### config.mk
export PLATFORM = sky130hd
export DESIGN_NAME = ipc_mailbox
export DESIGN_NICKNAME = d
export VERILOG_FILES = /design/src/rtl/mbx_pkg.sv /design/src/rtl/mbx_fifo.sv /design/src/rtl/mbx_user_irq.sv /design/src/rtl/ipc_mailbox.sv
export SDC_FILE = /design/constraint.sdc
export NUM_CORES = 1
export LEC_CHECK = 0
export BUFFER_PORTS_ARGS = -buffer_cell sky130_fd_sc_hd__buf_2
export CORE_MARGIN = 2
export CORE_UTILIZATION = 56
export CTS_CLUSTER_DIAMETER = 100
export DETAILED_ROUTE_END_ITERATION = 8
export GPL_ROUTABILITY_DRIVEN = 0
export HOLD_SLACK_MARGIN = 0.12
export PLACE_DENSITY_LB_ADDON = 0.05
export SYNTH_ARGS = -nofsm -noshare
export SYNTH_HDL_FRONTEND = slang
export SYNTH_SLANG_ARGS = --single-unit
export TNS_END_PERCENT = 100
### constraint.sdc
create_clock -name clk -period 2.5 [get_ports clk]
set_input_delay 0.125 -clock clk [delete_from_list [all_inputs] [get_ports clk]]
set_output_delay 0.125 -clock clk [all_outputs]
set_load 0.01 [all_outputs]
### src/rtl/mbx_pkg.sv
`timescale 1ns/1ps
package mbx_pkg;

    localparam int ADDR_W = 12;

    typedef enum logic [1:0] {
        FIFO_EMPTY   = 2'd0,
        FIFO_PARTIAL = 2'd1,
        FIFO_FULL    = 2'd2
    } fifo_state_e;

    localparam logic [ADDR_W-1:0] REV_OFF = '0;

    function automatic logic [ADDR_W-1:0] msg_off(input int m);
        return ADDR_W'(32'h040 + 4 * m);
    endfunction

    function automatic logic [ADDR_W-1:0] full_off(input int m);
        return ADDR_W'(32'h080 + 4 * m);
    endfunction

    function automatic logic [ADDR_W-1:0] level_off(input int m);
        return ADDR_W'(32'h0C0 + 4 * m);
    endfunction

    function automatic logic [ADDR_W-1:0] leg_stat_off(input int u);
        return ADDR_W'(32'h100 + 8 * u);
    endfunction

    function automatic logic [ADDR_W-1:0] leg_en_off(input int u);
        return ADDR_W'(32'h104 + 8 * u);
    endfunction

    function automatic logic [ADDR_W-1:0] enh_stat_off(input int u);
        return ADDR_W'(32'h104 + 16 * u);
    endfunction

    function automatic logic [ADDR_W-1:0] enh_set_off(input int u);
        return ADDR_W'(32'h108 + 16 * u);
    endfunction

    function automatic logic [ADDR_W-1:0] enh_clr_off(input int u);
        return ADDR_W'(32'h10C + 16 * u);
    endfunction

endpackage

### src/rtl/mbx_fifo.sv
`timescale 1ns/1ps
module mbx_fifo
    import mbx_pkg::*;
#(
    parameter int DATA_W = 32,
    parameter int DEPTH  = 4
) (
    input  logic                         clk,
    input  logic                         rst_n,
    input  logic                         push,
    input  logic                         pop,
    input  logic [DATA_W-1:0]            wdata,
    output logic [DATA_W-1:0]            head,
    output logic [$clog2(DEPTH+1)-1:0]   count,
    output logic                         full,
    output logic                         nonempty,
    output logic                         pop_from_full
);
    localparam int CW = $clog2(DEPTH + 1);
    localparam int PW = $clog2(DEPTH);

    fifo_state_e       state_q, state_d;
    logic [CW-1:0]     count_q;
    logic [PW-1:0]     rd_ptr_q, wr_ptr_q;
    logic [DATA_W-1:0] mem [DEPTH];
    logic              do_push, do_pop;

    function automatic logic [PW-1:0] ptr_next(input logic [PW-1:0] p);
        return (p == PW'(DEPTH - 1)) ? '0 : p + 1'b1;
    endfunction

    assign do_push = push && (state_q != FIFO_FULL);
    assign do_pop  = pop  && (state_q != FIFO_EMPTY);

    // next-state logic
    always_comb begin
        state_d = state_q;
        unique case (state_q)
            FIFO_EMPTY: begin
                if (do_push) state_d = (DEPTH == 1) ? FIFO_FULL : FIFO_PARTIAL;
            end
            FIFO_PARTIAL: begin
                if (do_push && !do_pop && count_q == CW'(DEPTH - 1))
                    state_d = FIFO_FULL;
                else if (do_pop && !do_push && count_q == CW'(1))
                    state_d = FIFO_EMPTY;
            end
            FIFO_FULL: begin
                if (do_pop) state_d = (DEPTH == 1) ? FIFO_EMPTY : FIFO_PARTIAL;
            end
            default: state_d = FIFO_EMPTY;
        endcase
    end

    // state register
    always_ff @(posedge clk or negedge rst_n) begin
        if (!rst_n) state_q <= FIFO_EMPTY;
        else        state_q <= state_d;
    end

    // datapath: occupancy and pointers
    always_ff @(posedge clk or negedge rst_n) begin
        if (!rst_n) begin
            count_q  <= '0;
            rd_ptr_q <= '0;
            wr_ptr_q <= '0;
        end else begin
            count_q <= count_q + CW'(do_push) - CW'(do_pop);
            if (do_push) wr_ptr_q <= ptr_next(wr_ptr_q);
            if (do_pop)  rd_ptr_q <= ptr_next(rd_ptr_q);
        end
    end

    always_ff @(posedge clk) begin
        if (do_push) mem[wr_ptr_q] <= wdata;
    end

    // outputs
    always_comb begin
        full          = (state_q == FIFO_FULL);
        nonempty      = (state_q != FIFO_EMPTY);
        pop_from_full = do_pop && (state_q == FIFO_FULL);
        count         = count_q;
        head          = mem[rd_ptr_q];
    end

    // state machine and occupancy counter agree
    a_r4_full_count: assert property (@(posedge clk) disable iff (!rst_n)
        (state_q == FIFO_FULL) |-> (count_q == CW'(DEPTH)));
    a_r4_empty_count: assert property (@(posedge clk) disable iff (!rst_n)
        (state_q == FIFO_EMPTY) |-> (count_q == '0));
    // a push into a full queue is dropped
    a_r5_drop_full: assert property (@(posedge clk) disable iff (!rst_n)
        (state_q == FIFO_FULL && push && !pop) |=> $stable(count_q));
    // a pop of an empty queue changes nothing
    a_r5_pop_empty: assert property (@(posedge clk) disable iff (!rst_n)
        (state_q == FIFO_EMPTY && pop && !push) |=> (state_q == FIFO_EMPTY));
    // a pop always leaves the full condition
    a_r7_leave_full: assert property (@(posedge clk) disable iff (!rst_n)
        (state_q == FIFO_FULL && pop) |=> (state_q != FIFO_FULL));

endmodule

### src/rtl/mbx_user_irq.sv
`timescale 1ns/1ps
module mbx_user_irq #(
    parameter int SW       = 8,
    parameter bit ENHANCED = 1'b0
) (
    input  logic          clk,
    input  logic          rst_n,
    input  logic          stat_wr,
    input  logic          en_wr,
    input  logic          en_set,
    input  logic          en_clr,
    input  logic [SW-1:0] wdata,
    input  logic [SW-1:0] evt,
    output logic [SW-1:0] stat,
    output logic [SW-1:0] en,
    output logic          irq
);
    logic [SW-1:0] stat_q, en_q;
    logic [SW-1:0] clr_mask;
    logic          unused_strobes;

    assign unused_strobes = en_wr ^ en_set ^ en_clr;
    assign clr_mask = stat_wr ? wdata : '0;

    always_ff @(posedge clk or negedge rst_n) begin
        if (!rst_n) stat_q <= '0;
        else        stat_q <= (stat_q & ~clr_mask) | evt;
    end

    if (ENHANCED) begin : g_enh
        always_ff @(posedge clk or negedge rst_n) begin
            if (!rst_n)      en_q <= '0;
            else if (en_set) en_q <= en_q | wdata;
            else if (en_clr) en_q <= en_q & ~wdata;
        end
        // set and clear registers act bit by bit
        a_r10_en_set: assert property (@(posedge clk) disable iff (!rst_n)
            en_set |=> ((en_q & $past(wdata)) == $past(wdata)));
        a_r10_en_clr: assert property (@(posedge clk) disable iff (!rst_n)
            (en_clr && !en_set) |=> ((en_q & $past(wdata)) == '0));
    end else begin : g_leg
        always_ff @(posedge clk or negedge rst_n) begin
            if (!rst_n)     en_q <= '0;
            else if (en_wr) en_q <= wdata;
        end
        // legacy enable write replaces the register
        a_r9_en_write: assert property (@(posedge clk) disable iff (!rst_n)
            en_wr |=> (en_q == $past(wdata)));
    end

    assign stat = stat_q;
    assign en   = en_q;
    assign irq  = |(stat_q & en_q);

    // written ones are cleared unless an event hits the same bit
    a_r8_w1c: assert property (@(posedge clk) disable iff (!rst_n)
        stat_wr |=> ((stat_q & $past(wdata) & ~$past(evt)) == '0));
    // events always land, even against a clear
    a_r6_event_wins: assert property (@(posedge clk) disable iff (!rst_n)
        (evt != '0) |=> ((stat_q & $past(evt)) == $past(evt)));

endmodule

### src/rtl/ipc_mailbox.sv
`timescale 1ns/1ps
module ipc_mailbox
    import mbx_pkg::*;
#(
    parameter int          NUM_FIFOS  = 4,
    parameter int          NUM_USERS  = 2,
    parameter int          FIFO_DEPTH = 4,
    parameter bit          ENHANCED   = 1'b0,
    parameter logic [3:0]  REV_MAJOR  = 4'd2,
    parameter logic [3:0]  REV_MINOR  = 4'd1
) (
    input  logic                 clk,
    input  logic                 rst_n,
    input  logic [ADDR_W-1:0]    bus_addr,
    input  logic                 bus_wr,
    input  logic                 bus_rd,
    input  logic [31:0]          bus_wdata,
    output logic [31:0]          bus_rdata,
    output logic [NUM_USERS-1:0] irq
);
    localparam int SW = 2 * NUM_FIFOS;
    localparam int CW = $clog2(FIFO_DEPTH + 1);

    logic [NUM_FIFOS-1:0] push, pop, full, nonempty, pop_full;
    logic [31:0]          head  [NUM_FIFOS];
    logic [CW-1:0]        count [NUM_FIFOS];
    logic [SW-1:0]        evt;
    logic [SW-1:0]        stat  [NUM_USERS];
    logic [SW-1:0]        en    [NUM_USERS];
    logic                 unused_wdata_hi;

    assign unused_wdata_hi = ^bus_wdata[31:SW];

    for (genvar m = 0; m < NUM_FIFOS; m++) begin : g_fifo
        assign push[m] = bus_wr && (bus_addr == msg_off(m));
        assign pop[m]  = bus_rd && (bus_addr == msg_off(m));

        mbx_fifo #(.DATA_W(32), .DEPTH(FIFO_DEPTH)) u_fifo (
            .clk           (clk),
            .rst_n         (rst_n),
            .push          (push[m]),
            .pop           (pop[m]),
            .wdata         (bus_wdata),
            .head          (head[m]),
            .count         (count[m]),
            .full          (full[m]),
            .nonempty      (nonempty[m]),
            .pop_from_full (pop_full[m])
        );

        assign evt[2*m]   = nonempty[m];
        assign evt[2*m+1] = pop_full[m];
    end

    for (genvar u = 0; u < NUM_USERS; u++) begin : g_user
        logic stat_wr, en_wr, en_set, en_clr;

        if (ENHANCED) begin : g_enh_dec
            assign stat_wr = bus_wr && (bus_addr == enh_stat_off(u));
            assign en_wr   = 1'b0;
            assign en_set  = bus_wr && (bus_addr == enh_set_off(u));
            assign en_clr  = bus_wr && (bus_addr == enh_clr_off(u));
        end else begin : g_leg_dec
            assign stat_wr = bus_wr && (bus_addr == leg_stat_off(u));
            assign en_wr   = bus_wr && (bus_addr == leg_en_off(u));
            assign en_set  = 1'b0;
            assign en_clr  = 1'b0;
        end

        mbx_user_irq #(.SW(SW), .ENHANCED(ENHANCED)) u_irq (
            .clk     (clk),
            .rst_n   (rst_n),
            .stat_wr (stat_wr),
            .en_wr   (en_wr),
            .en_set  (en_set),
            .en_clr  (en_clr),
            .wdata   (bus_wdata[SW-1:0]),
            .evt     (evt),
            .stat    (stat[u]),
            .en      (en[u]),
            .irq     (irq[u])
        );
    end

    // read data multiplexer
    always_comb begin
        bus_rdata = '0;
        if (bus_addr == REV_OFF)
            bus_rdata = {24'b0, REV_MAJOR, REV_MINOR};
        for (int m = 0; m < NUM_FIFOS; m++) begin
            if (bus_addr == msg_off(m) && nonempty[m]) bus_rdata = head[m];
            if (bus_addr == full_off(m))               bus_rdata = {31'b0, full[m]};
            if (bus_addr == level_off(m))              bus_rdata = 32'(count[m]);
        end
        for (int u = 0; u < NUM_USERS; u++) begin
            if (ENHANCED) begin
                if (bus_addr == enh_stat_off(u)) bus_rdata = 32'(stat[u]);
                if (bus_addr == enh_set_off(u) || bus_addr == enh_clr_off(u))
                    bus_rdata = 32'(en[u]);
            end else begin
                if (bus_addr == leg_stat_off(u)) bus_rdata = 32'(stat[u]);
                if (bus_addr == leg_en_off(u))   bus_rdata = 32'(en[u]);
            end
        end
    end

    // an interrupt needs an enabled and pending status bit at the port level
    a_r11_irq_source: assert property (@(posedge clk) disable iff (!rst_n)
        (irq != '0) |-> (evt != '0 || $past(evt) != '0 || $past(irq) != '0 || $past(bus_wr)));
    // no interrupt in the first cycle after reset release
    a_r1_quiet_start: assert property (@(posedge clk) disable iff (!rst_n)
        $rose(rst_n) |-> (irq == '0));

endmodule

## After elaboration in Yosys (flattened, before gate mapping)

Memories as Yosys holds them, arrays and structs flattened.
Index checks and enable logic that the tools add are counted.

| storage, ports and cells | value |
|---|---|
| flip-flop bits (word level) | 68 |
| RAM bits | 512 |
| input bits | 48 |
| output and inout bits | 34 |
| logic and storage cells | 226 |
| memories | 4 |

| cells by class | value |
|---|---|
| add/subtract/negate cells | 16 |
| equality and inequality tests | 56 |
| muxes and demuxes | 55 |
| bitwise gates (word level) | 8 |
| reductions and logical operators | 67 |

Memory list:

| memory | depth | width | rd ports | clocked after Yosys merged registers in | wr ports | RTL line | source |
|---|---|---|---|---|---|---|---|
| g_fifo[0].u_fifo.mem | 4 | 32 | 1 | 0 | 1 | mbx_fifo.sv:25 | `logic [DATA_W-1:0] mem [DEPTH];` |
| g_fifo[1].u_fifo.mem | 4 | 32 | 1 | 0 | 1 | mbx_fifo.sv:25 |  |
| g_fifo[2].u_fifo.mem | 4 | 32 | 1 | 0 | 1 | mbx_fifo.sv:25 |  |
| g_fifo[3].u_fifo.mem | 4 | 32 | 1 | 0 | 1 | mbx_fifo.sv:25 |  |

Operator list:

| cell | number |
|---|---|
| $mux W32 | 16 |
| $eq A12 B8 Y1 const B | 8 |
| $eq A12 B7 Y1 const B | 4 |
| $eq A12 B9 Y1 const B | 4 |
| $mux W2 | 24 |
| $logic_and A1 B1 Y1 | 44 |
| $and A8 B8 Y8 | 4 |
| $eq A2 B2 Y1 const B | 12 |
| $pmux W2 S3 | 4 |
| $add A2 B1 Y2 const B | 8 |
| $mux W8 | 2 |
| $ne A2 B2 Y1 const B | 8 |
| $not A8 Y8 | 2 |
| $or A8 B8 Y8 | 2 |
| $reduce_or A8 Y1 | 2 |
| $add A3 B1 Y3 | 4 |
| $eq A3 B1 Y1 const B | 4 |
| $eq A3 B2 Y1 const B | 4 |
| $logic_not A12 Y1 | 1 |
| $ne A3 B1 Y1 const B | 4 |
| $reduce_and A3 Y1 | 4 |
| $sub A3 B1 Y3 | 4 |
| $eq A2 B1 Y1 const B | 4 |
| $logic_not A1 Y1 | 8 |
| other kinds (5) | 21 |

## Depth between registers and ports, before layout

Gate-level depths: netlist of the first run.

| logic depth | value |
|---|---|
| depth after elaboration | 18 |
| mapped depth | 13 |
| depth with buffers taken out | 11 |

## Hierarchy

A second synthesis of the first run with hierarchy kept.

| unflattened totals | value |
|---|---|
| cells, all modules | 1235 |
| area total of the unflattened synthesis | 23795.3 um^2 |

Modules (own cells, without submodules):

| module | instances | cells an instance | area an instance (um^2) | sequential area each (um^2) |
|---|---|---|---|---|
| mbx_fifo (g_fifo[0].u_fifo ...) | 3 | 223 | 5225.0 | 4068.9 |
| mbx_fifo (g_fifo[2].u_fifo) | 1 | 222 | 5215.0 | 4068.9 |
| ipc_mailbox | 1 | 250 | 1579.0 | 0.0 |
| mbx_user_irq | 2 | 47 | 663.1 | 400.4 |

## Worst setup path before layout of the first run

OpenSTA, ideal clock, no wires.

| timing | value |
|---|---|
| path type | input port to flip-flop |
| start point | input bus_addr[8] |
| end point | register g_fifo[3].u_fifo.count_q[2] |
| setup time | 0.126 ns |
| data arrival time | 2.571 ns |
| data required time | 2.374 ns |
| path slack | -0.196 ns |
| cell stages on the path | 12 |
| buffers on the path | 2 |
| cells stage by stage | or4_4 -> buf_4 -> nor4_4 -> buf_4 -> and2_2 -> ha_1 -> inv_1 -> ha_1 -> inv_1 -> fa_1 -> xnor2_1 -> xnor2_1 |

| between the ends | value |
|---|---|
| elaborated cells on any way between the ends | 7 |
| those cells by class | 2 x add/sub; 1 x eq/ne; 4 x reduce/logical |

RTL lines:

| item | RTL line | source |
|---|---|---|
| from (decl) | ipc_mailbox.sv:14 | `input logic [ADDR_W-1:0] bus_addr,` |
| $eq A12 B7 Y1 | ipc_mailbox.sv:36 | `assign pop[m] = bus_rd && (bus_addr == msg_off(m));` |
| $logic_and A1 B1 Y1 | ipc_mailbox.sv:36 |  |
| $logic_and A1 B1 Y1 | mbx_fifo.sv:33 | `assign do_pop = pop && (state_q != FIFO_EMPTY);` |
| named net g_fifo[3].u_fifo.do_pop | mbx_fifo.sv:26 | `logic do_push, do_pop;` |
| $sub A3 B1 Y3 | mbx_fifo.sv:68 | `count_q <= count_q + CW'(do_push) - CW'(do_pop);` |
| to (signal assigned) | mbx_fifo.sv:68 |  |
| to (decl) | mbx_fifo.sv:23 | `logic [CW-1:0] count_q;` |

The timed path passes the listed nets, and every way through them passes these cells.
A chain may end at the register's enable or synchronous reset.

## Worst setup path after layout of the first run

| timing | value |
|---|---|
| start point | register g_fifo[0].u_fifo.rd_ptr_q[0] |
| end point | output bus_rdata[0] |

| between the ends | value |
|---|---|
| longest elaborated chain between the ends | 17 |

RTL lines:

| item | RTL line | source |
|---|---|---|
| from (decl) | mbx_fifo.sv:24 | `logic [PW-1:0] rd_ptr_q, wr_ptr_q;` |
| from (signal assigned) | mbx_fifo.sv:70 | `if (do_pop) rd_ptr_q <= ptr_next(rd_ptr_q);` |
| $mem_v2 Z4 W32 | - |  |
| $mux W32 | ipc_mailbox.sv:91 | `if (bus_addr == msg_off(m) && nonempty[m]) bus_rdata = head[m];` |
| $mux W32 | ipc_mailbox.sv:92 | `if (bus_addr == full_off(m)) bus_rdata = {31'b0, full[m]};` |
| $mux W32 | ipc_mailbox.sv:93 | `if (bus_addr == level_off(m)) bus_rdata = 32'(count[m]);` |
| $mux W32 | ipc_mailbox.sv:91 |  |
| $mux W32 | ipc_mailbox.sv:92 |  |
| $mux W32 | ipc_mailbox.sv:93 |  |
| $mux W32 | ipc_mailbox.sv:91 |  |
| $mux W32 | ipc_mailbox.sv:92 |  |
| $mux W32 | ipc_mailbox.sv:93 |  |
| $mux W32 | ipc_mailbox.sv:91 |  |
| $mux W32 | ipc_mailbox.sv:92 |  |
| $mux W32 | ipc_mailbox.sv:93 |  |
| $mux W32 | ipc_mailbox.sv:101 | `if (bus_addr == leg_stat_off(u)) bus_rdata = 32'(stat[u]);` |
| $mux W32 | ipc_mailbox.sv:102 | `if (bus_addr == leg_en_off(u)) bus_rdata = 32'(en[u]);` |
| $mux W32 | ipc_mailbox.sv:101 |  |
| $mux W32 | ipc_mailbox.sv:102 |  |
| to (decl) | ipc_mailbox.sv:18 | `output logic [31:0] bus_rdata,` |

Every way passes these cells.

==> results of run 1 <==
[cell usage in the layout (no fill, tap or decap), types with 20 or more instances in the layout]
| cell | netlist | final |
|---|---|---|
| edfxtp_1 | 512 | 512 |
| mux4_2 | 128 | 128 |
| buf_4 | 13 | 97 |
| nand2_1 | 89 | 87 |
| buf_2 | 14 | 74 |
| dfrtp_1 | 68 | 59 |
| clkbuf_16 | 0 | 56 |
| buf_12 | 0 | 42 |
| dlygate4sd3_1 | 0 | 39 |
| inv_1 | 32 | 26 |
| nand3_1 | 33 | 26 |
| ha_1 | 28 | 24 |
| mux2_2 | 21 | 21 |
| a22oi_1 | 39 | 20 |
[cell type report]
type	count	area (µm²)	area share, %
clock buffer	67	1440	5.04
multi-input combinational	569	6290	22.0
timing repair buffer	281	2750	9.61
tap	539	674	2.35
sequential	580	17100	59.7
clock inverter	34	260	0.909
inverter	33	124	0.432
[cells in the mapped netlist (5+ instances only)]
cell type,count,share of area (%)
edfxtp_1,512,65
mux4_2,128,12
nand2_1,89,1.4
dfrtp_1,68,7.2
a22oi_1,39,1.2
nand3_1,33,0.70
inv_1,32,0.51
ha_1,28,1.5
clkbuf_1,24,0.38
a21oi_1,23,0.49
mux2_2,21,1.0
o21ai_0,19,0.40
nor2_1,18,0.29
and2_1,16,0.43
buf_2,14,0.30
buf_4,13,0.42
a21o_1,9,0.29
a221o_1,8,0.34
xnor2_1,8,0.30
buf_1,7,0.11
nand3b_1,7,0.22
nand4_1,7,0.19
nor3_1,7,0.15
a22o_1,6,0.22
mux2_1,5,0.24
nor2b_1,5,0.13
nor4b_1,5,0.19
[final timing paths]
path / start / to / cells past startpoint
max: g_fifo[0].u_fifo.rd_ptr_q[0] / bus_rdata[0] / 6
min reg2reg: g_user[0].u_irq.stat[6] / g_user[0].u_irq.stat[6] / 2
max in group asynchronous: rst_n / g_fifo[1].u_fifo.rd_ptr_q[0] / 4
min in group asynchronous: rst_n / g_user[1].u_irq.en[7] / 4
min: bus_addr[0] / g_fifo[2].u_fifo.wr_ptr_q[1] / 6
max reg2reg: g_fifo[0].u_fifo.state_q[1] / g_fifo[0].u_fifo.count[2] / 11
[sequential cells by signal, indices dropped and copies added, names as in the netlist]
| name | cells |
|---|---|
| g_fifo.u_fifo.wr_ptr_q | 8 |
| g_user.u_irq.en | 16 |
| g_fifo.u_fifo.rd_ptr_q | 8 |
| g_fifo.u_fifo.mem | 512 |
| g_fifo.u_fifo.state_q | 8 |
| g_fifo.u_fifo.count | 12 |
| g_user.u_irq.stat | 16 |
[critical path, cell delays in order (launching register included)]
cell and delay, ps:
dfrtp_2 420, mux4_2 550, a311o_1 290, o2111ai_2 90, o211ai_1 160, a211o_1 300, buf_2 150
[cell families after synthesis]
logic type | share of synthesized area [%]
AO/OA/AOI/OAI | 4.28
XOR/XNOR | 0.298
adder cells (fa/ha/maj) | 1.83
buffers and inverters | 1.88
flip-flops | 72.6
multiplexers | 13.6
AND/OR/NAND/NOR | 5.49
[report_power, final]
part / internal, mW / leakage, nW / switching (mW)
registers: 10.6 / 5.45 / 0.0466
logic: 0.190 / 3.63 / 0.295
clock network: 4.42 / 0.833 / 3.55
[timing repair]
action / 4_1_cts / 5_1_grt
resized for setup: 70 / 28
hold endpoints to repair: 624 / 0
hold buffers: 40 / 0
pin swaps: 22 / 27
cloned: 5 / 0
setup buffers: 29 / 8
endpoints found under the setup margin: 32 / 32
[stage by stage]
| stage | util [%] | hold slack, ps | setup slack (ps) |
|---|---|---|---|
| global route | 68.7 | 178 | -275 |
| CTS | 68.4 | 122 | -238 |
| finish | 68.7 | 165 | -201 |
| floorplan | - | -171 | -113 |
| global placement | 61.7 | 208 | -126 |
| detailed placement | 61.7 | 215 | -157 |
[metal layers]
metal	wire length, µm	up-vias	part of all wire, %	track usage (%)
met5	0	-	0	0
met4	1860	0	3.2	9.24
met3	3850	112	6.6	4.10
met2	28700	522	49	45.3
met1	23700	6821	41	37.9
li1	-	5595	-	-
==> out/summary.txt, run 1 <==
Status = finished, violations left
Violated checks = setup timing
Leak Pwr = 9.91 nW
Final worst path period need = 2700 ps
Total global routing overflow = 0
Ys async rst share = 11.7%
Clock tree from TritonCTS = yes
Clock latency on the worst-skew pair = 620 ps
Flop-to-flop setup slack = 150 ps
Syn_nets = 1323
DP Area = 0.0257 mm²
Min setup slack post-route = -201 ps
Max Fanout on Critical Path = 3
Final hold vios = 0
YS warnings = 0
Fin area = 0.0286 mm²
DR DRC count = 0
Largest net degree at the start of global routing = 42
H-tree depth = 2
Placeable Area = 0.0417 mm²
IO Port Bufs = 81
Bufs on Longest Clock Path = 3
Rel. slew slack = 46.4%
Via count = 13050
Post-route setup TNS = -2340 ps
Fillers = 2746
Vias per cell = 6.21
Nets = 1601
CTS buffer count = 56
GRT Util Overall = 27.4%
Non-Filler Instances = 2103
Initial core utilization = 56.4%
Syn Area/Cell = 18.9 µm²
Seq cells post-synth = 580
Initial antenna violation count = 0
Vias in the first global route = 13215
Crit start category = register
Ratio of cells with drive above 1 in the final layout = 36.6%
Iteration-0 DRC Markers = 1185
Synthesized cell area = 0.0235 mm²
Dpl hpwl = 35300 µm
Final Power = 19.1 mW
Worst path arrival time = 2580 ps
Wire per inst = 27.6 µm
Ys flop type = edfxtp_1
1st-pass router iterations = 7
Die area = 0.0436 mm²
Setup Skew = 21.7 ps
Final setup fails = 27
Dpl cells = 1924
Antenna diode count = 0
Final ANT Viol Nets = 0
Peak Freq = 370 MHz
Period utilization = 108%
Clock sinks = 580
Yosys cell types = 71
Global-route wire length before repair = 85800 µm
Die height = 209 µm
Post-synthesis cell count = 1243
Max cap viols = 0
RSZ-0062 raised after global routing = true
Fin. max-slew vios = 0
CP Data Required Time = 2380 ps
Seq/Total Area, Yosys = 72.6%
Area Overhead vs Synth = 21.8%
FP Rows = 75
Die width = 209 µm
Peak VDD IR = 707 µV
Post-synth EDFFs = 512
Crit end category = output pin
Root Buffer = clkbuf_16
I/O pin count = 82
Worst hold path type = input port to register
Final wirelength = 58100 µm
CTS clk-pin slew, worst paths = 60 ps
Slew @ Worst Pin = 794 ps
PwrDens = 666 mW/mm²
Kind of critical path = register to output pin
(Power assumes the default switching activity.)
==> inputs of run 2 (changes only) <==
Settings changed: RECOVER_POWER set to 25.
==> run 2 against run 1 <==
Effect of this change:
- the run still ends with setup timing left
- worst hold slack gained 2.0 ps
- flip-flop and latch count is the same
- sequential share of layout area grew 0.058 points
- final cell count is the same
- global-route usage is the same
- register-to-register slack is essentially flat
- non-clock buffer count is the same
- routed wire length shrank 0.22%
- clock skew shrank 0.83 ps
==> out/summary.txt, run 2 (synthesis results as in run 1) <==
CP startpoint = g_fifo[0].u_fifo.rd_ptr_q[0]
Switching Fraction = 20.4%
Vias per cell = 6.18
CP Data Required Time = 2380 ps
Leak Pwr = 9.85 nW
M3 GR Usage = 4.10%
Logic gate share of total power = 2.5%
CP max stage cell = mux4_2
I/O pin count = 82
Placeable Area = 0.0417 mm²
Initial antenna violation count = 0
Commonest cells after routing, fill and taps aside = edfxtp_1 (512), mux4_2 (128), buf_4 (97)
Period utilization = 108%
Area Overhead vs Synth = 21.7%
Worst hold path type = input port to register
Die height = 209 µm
Iteration-0 DRC Markers = 1185
Crit end category = output pin
H-tree depth = 2
CP top delay family = compound AO/OA/AOI/OAI gates
Crit start category = register
Via count = 12997
Clock tree from TritonCTS = yes
PwrDens = 666 mW/mm²
Reg2reg start = g_fifo[0].u_fifo.state_q[1]
Dpl cells = 1924
Final setup fails = 26
Fillers = 2759
Max Fanout on Critical Path = 3
Reg with most FFs = g_fifo.u_fifo.mem
Initial core utilization = 56.4%
Wire per inst = 27.6 µm
FF-to-FF path depth = 11
Final wirelength = 58000 µm
Peak VDD IR = 696 µV
Hold path depth = 6
Post-route setup TNS = -2270 ps
Setup Skew = 20.9 ps
Ratio of cells with drive above 1 in the final layout = 35.2%
Peak Freq = 370 MHz
GRT met1 Usage = 37.9%
Commonest non-fill, non-tap cell in the layout = edfxtp_1
Cell Chain, Critical Path = mux4_2 -> a311o_1 -> o2111ai_2 -> o211ai_1 -> a211o_1 -> buf_2
Bufs on Longest Clock Path = 3
Max cap viols = 0
Slew @ Worst Pin = 831 ps
GRT Util Overall = 27.4%
Max reg flops = 512
FP Rows = 75
Gr busiest metal = met2
Final worst path period need = 2700 ps
Nets = 1601
RSZ-0062 raised after global routing = true
Non-Filler Instances = 2103
Final ANT Viol Nets = 0
Hold EP = g_fifo[2].u_fifo.wr_ptr_q[1]
Largest net degree at the start of global routing = 42
1st-pass router iterations = 8
Total global routing overflow = 0
Hold Path Origin = bus_addr[0]
Dpl hpwl = 35300 µm
Die area = 0.0436 mm²
Flop pwr share = 55.7%
GR Util met2 = 45.3%
Worst Path Buf+Inv = 1
Final Power = 19.1 mW
WP depth = 6
Final hold vios = 0
Die width = 209 µm
Worst path arrival time = 2580 ps
Fin. max-slew vios = 0
Hold_ws = 167 ps
CTS buffer count = 56
Antenna diode count = 0
Kind of critical path = register to output pin
CTS clk-pin slew, worst paths = 60 ps
Clk pwr share = 41.8%
Root Buffer = clkbuf_16
Vias in the first global route = 13215
Flop-to-flop setup slack = 150 ps
P_sw = 3.89 mW
Status = finished, violations left
Critical Path Max Stage Delay = 550 ps
Pint = 15.2 mW
Reg-to-Reg End = g_fifo[0].u_fifo.count[2]
DR DRC count = 0
Global-route wire length before repair = 85800 µm
IO Port Bufs = 81
Min setup slack post-route = -200 ps
Rel. slew slack = 43.9%
Violated checks = setup timing
Clock latency on the worst-skew pair = 620 ps
Clock sinks = 580
run 2: power groups by stage:
stage / clock, mW / combinational [mW] / sequential (mW)
5_1_grt: 8.42 / 0.516 / 10.6
2_1_floorplan: 0 / 0.161 / 10.8
6_report: 7.97 / 0.479 / 10.6
3_5_place_dp: 0 / 0.427 / 10.8
4_1_cts: 8.08 / 0.481 / 10.6
3_3_place_gp: 0 / 0.414 / 10.8
run 2: repair_timing:
action	4_1_cts	5_1_grt
hold endpoints to repair	624	0
gates resized for setup	70	28
setup endpoints to repair	32	32
pin swaps	22	27
setup buffers	29	8
cloned	5	0
hold buffers	40	0
run 2: cell type report:
| cell class | count | area, µm² | area share, % |
|---|---|---|---|
| sequential | 580 | 17100 | 59.7 |
| multi-input combinational | 569 | 6290 | 22.0 |
| timing repair buffer | 281 | 2730 | 9.53 |
| clock buffer | 67 | 1440 | 5.04 |
| tap | 539 | 674 | 2.36 |
| clock inverter | 34 | 260 | 0.909 |
| inverter | 33 | 124 | 0.433 |
run 2: worst max path at each step:
stage                                end
2_1_floorplan  g_fifo[0].u_fifo.count[2]
3_3_place_gp                bus_rdata[2]
3_5_place_dp                bus_rdata[2]
4_1_cts                     bus_rdata[0]
5_1_grt                     bus_rdata[0]
6_report                    bus_rdata[0]
run 2: stage by stage:
step	utilization, %	setup slack (ps)	instance area [µm²]
final	68.7	-200	28600
after global routing	68.7	-275	28600
after CTS	68.4	-238	28500
after detailed placement	61.7	-157	25700
after global placement	61.7	-126	25700
after floorplan	-	-113	23600
run 2: worst min-delay path: stages:
cell and delay (ps):
buf_2 90, or4b_4 150, nor3_1 60, buf_4 150
nand3_1 70, o21ai_0 80
run 2: routing by layer:
layer | vias up | part of all wire, %
li1 | 5596 | -
met1 | 6803 | 41
met2 | 494 | 49
met3 | 104 | 6.5
met4 | 0 | 3.1
met5 | - | 0
==> inputs of run 3 (changes only) <==
Settings changed: CELL_PAD_IN_SITES_DETAIL_PLACEMENT set to 2, CELL_PAD_IN_SITES_GLOBAL_PLACEMENT set to 2, CORE_UTILIZATION 56 to 43.
==> run 3 against run 2 <==
Effect of this change:
- the flow still finishes with violations (setup timing)
- combinational power increased by 5.4%
- sequential power about the same
- fmax decreased by 0.47%
- critical endpoint unchanged
==> out/summary.txt, run 3 (synthesis results as in run 1) <==
Status = finished, violations left
Violated checks = setup timing
Bufs on Longest Clock Path = 3
Kind of critical path = register to output pin
H-tree depth = 2
Largest net degree at the start of global routing = 55
GR Util met2 = 44.8%
Slew @ Worst Pin = 811 ps
CP Data Required Time = 2380 ps
Die height = 238 µm
Peak VDD IR = 590 µV
I/O pin count = 82
Clock sinks = 580
Vias per cell = 5.82
CTS buffer count = 60
DP Area = 0.0259 mm²
GRT Util Overall = 25.8%
Reg with most FFs = g_fifo.u_fifo.mem
Clock tree from TritonCTS = yes
Initial antenna violation count = 1
Final setup fails = 30
Commonest non-fill, non-tap cell in the layout = edfxtp_1
FF-to-FF path depth = 8
Nets = 1597
CTS clk-pin slew, worst paths = 60 ps
Ratio of cells with drive above 1 in the final layout = 35.4%
IO Port Bufs = 81
Antenna diode count = 0
Dpl hpwl = 45500 µm
PwrDens = 693 mW/mm²
Rel. slew slack = 46.0%
Fin util = 53.6%
Crit start category = register
M3 GR Usage = 3.34%
Total global routing overflow = 0
Worst path arrival time = 2590 ps
Fillers = 4613
Hold_ws = 110 ps
Final Power = 20.0 mW
Final wirelength = 71000 µm
Wire per inst = 31.4 µm
Worst Path Buf+Inv = 2
Worst hold path type = input port to asynchronous set/reset pin
Area Overhead vs Synth = 23.0%
Area occupied by multi-input gates = 0.00626 mm²
Clk pwr share = 44.4%
Initial core utilization = 43.6%
Fin. max-slew vios = 0
Dpl ws = -358 ps
Commonest cells after routing, fill and taps aside = edfxtp_1 (512), mux4_2 (128), buf_4 (97)
FP Rows = 85
Max reg flops = 512
Gr busiest metal = met2
Cell Chain, Critical Path = buf_4 -> mux4_2 -> a21oi_2 -> o211ai_1 -> a211o_1 -> buf_2
Final ANT Viol Nets = 0
Fin area = 0.0289 mm²
Flop-to-flop setup slack = 80 ps
Switching Fraction = 20.9%
CP startpoint = g_fifo[1].u_fifo.rd_ptr_q[0]
Die area = 0.0566 mm²
Crit end category = output pin
Setup Skew = 33.6 ps
Max cap viols = 0
Period utilization = 109%
Placeable Area = 0.0539 mm²
Iteration-0 DRC Markers = 953
CP max stage cell = mux4_2
Clock latency on the worst-skew pair = 640 ps
Final worst path period need = 2710 ps
DR DRC count = 0
Reg2reg start = g_fifo[1].u_fifo.state_q[1]
RSZ-0062 raised after global routing = true
Vias in the first global route = 14723
Min setup slack post-route = -213 ps
CP top delay family = compound AO/OA/AOI/OAI gates
Root Buffer = clkbuf_16
Critical Path Max Stage Delay = 500 ps
Global-route wire length before repair = 104000 µm
Die width = 238 µm
Max Fanout on Critical Path = 4
Reg-to-Reg End = g_fifo[1].u_fifo.state_q[0]
Leak Pwr = 9.92 nW
Logic gate share of total power = 2.5%
Via count = 13173
Final hold vios = 0
Peak Freq = 369 MHz
Reg area = 0.0171 mm²
P_sw = 4.18 mW
GRT met1 Usage = 34.0%
1st-pass router iterations = 7
Pint = 15.8 mW
Flop pwr share = 53.1%
==> run 3: cell types whose count changed in the layout (fill, tap and decap cells not counted), moves of 3 or more <==
cell / change
clkbuf_1: +7
buf_2: +4
clkbuf_16: +5
nand3_1: +4
nand3_2: -3
clkinv_1: -10
a22oi_1: +4
buf_8: -6
a22oi_2: -4
clkbuf_8: +8
==> run 3: power groups by stage <==
stage               clock network (mW)  logic, mW  registers, mW
floorplan                            0      0.161           10.8
global placement                     0      0.433           10.8
detailed placement                   0      0.459           10.8
CTS                               9.06      0.508           10.6
global route                      9.35      0.552           10.6
finish                            8.89      0.505           10.6
==> run 3: cell type report <==
cell class | instances | share of cell area, %
clock buffer | 88 | 5.83
clock inverter | 25 | 0.900
inverter | 33 | 0.428
multi-input combinational | 569 | 21.7
sequential | 580 | 59.1
tap | 696 | 3.01
timing repair buffer | 273 | 9.03
==> run 3: worst reg2reg max path, cell delays in order, from the launching register on <==
cell,delay [ps]
dfrtp_2,410
nor2_1,110
nor4b_4,380
buf_12,210
buf_12,180
a31oi_1,180
a31oi_1,220
a211oi_2,50
dlygate4sd3_1,560
==> run 3: how the worst max path moves through the flow <==
stage	slack [ps]	endpoint	depth (start not counted)
after floorplan	-110	g_fifo[0].u_fifo.count[2]	13
after global placement	-330	g_fifo[3].u_fifo.count[2]	10
after detailed placement	-360	g_fifo[3].u_fifo.count[2]	10
after CTS	-240	bus_rdata[0]	6
after global routing	-270	bus_rdata[0]	6
final	-210	bus_rdata[0]	6
==> run 3: repair_timing <==
action	in CTS	in global routing
pin swaps	14	7
gates cloned	2	1
hold buffers	37	0
setup buffers	19	11
setup endpoints to repair	32	35
endpoints found under the hold margin	599	0
gates resized for setup	51	25
==> run 3: stage by stage <==
| step | instances | setup TNS, ps |
|---|---|---|
| floorplan | 1243 | -361 |
| global placement | 2081 | -40770 |
| detailed placement | 2081 | -50320 |
| CTS | 2252 | -4900 |
| global route | 2264 | -5990 |
| finish | 2264 | -3580 |
==> run 3: routing by layer <==
layer / up-vias / routed length, µm
met4: 2 / 1920
met1: 7095 / 29700
met5: - / 9
li1: 5593 / -
met2: 373 / 36300
met3: 110 / 3130
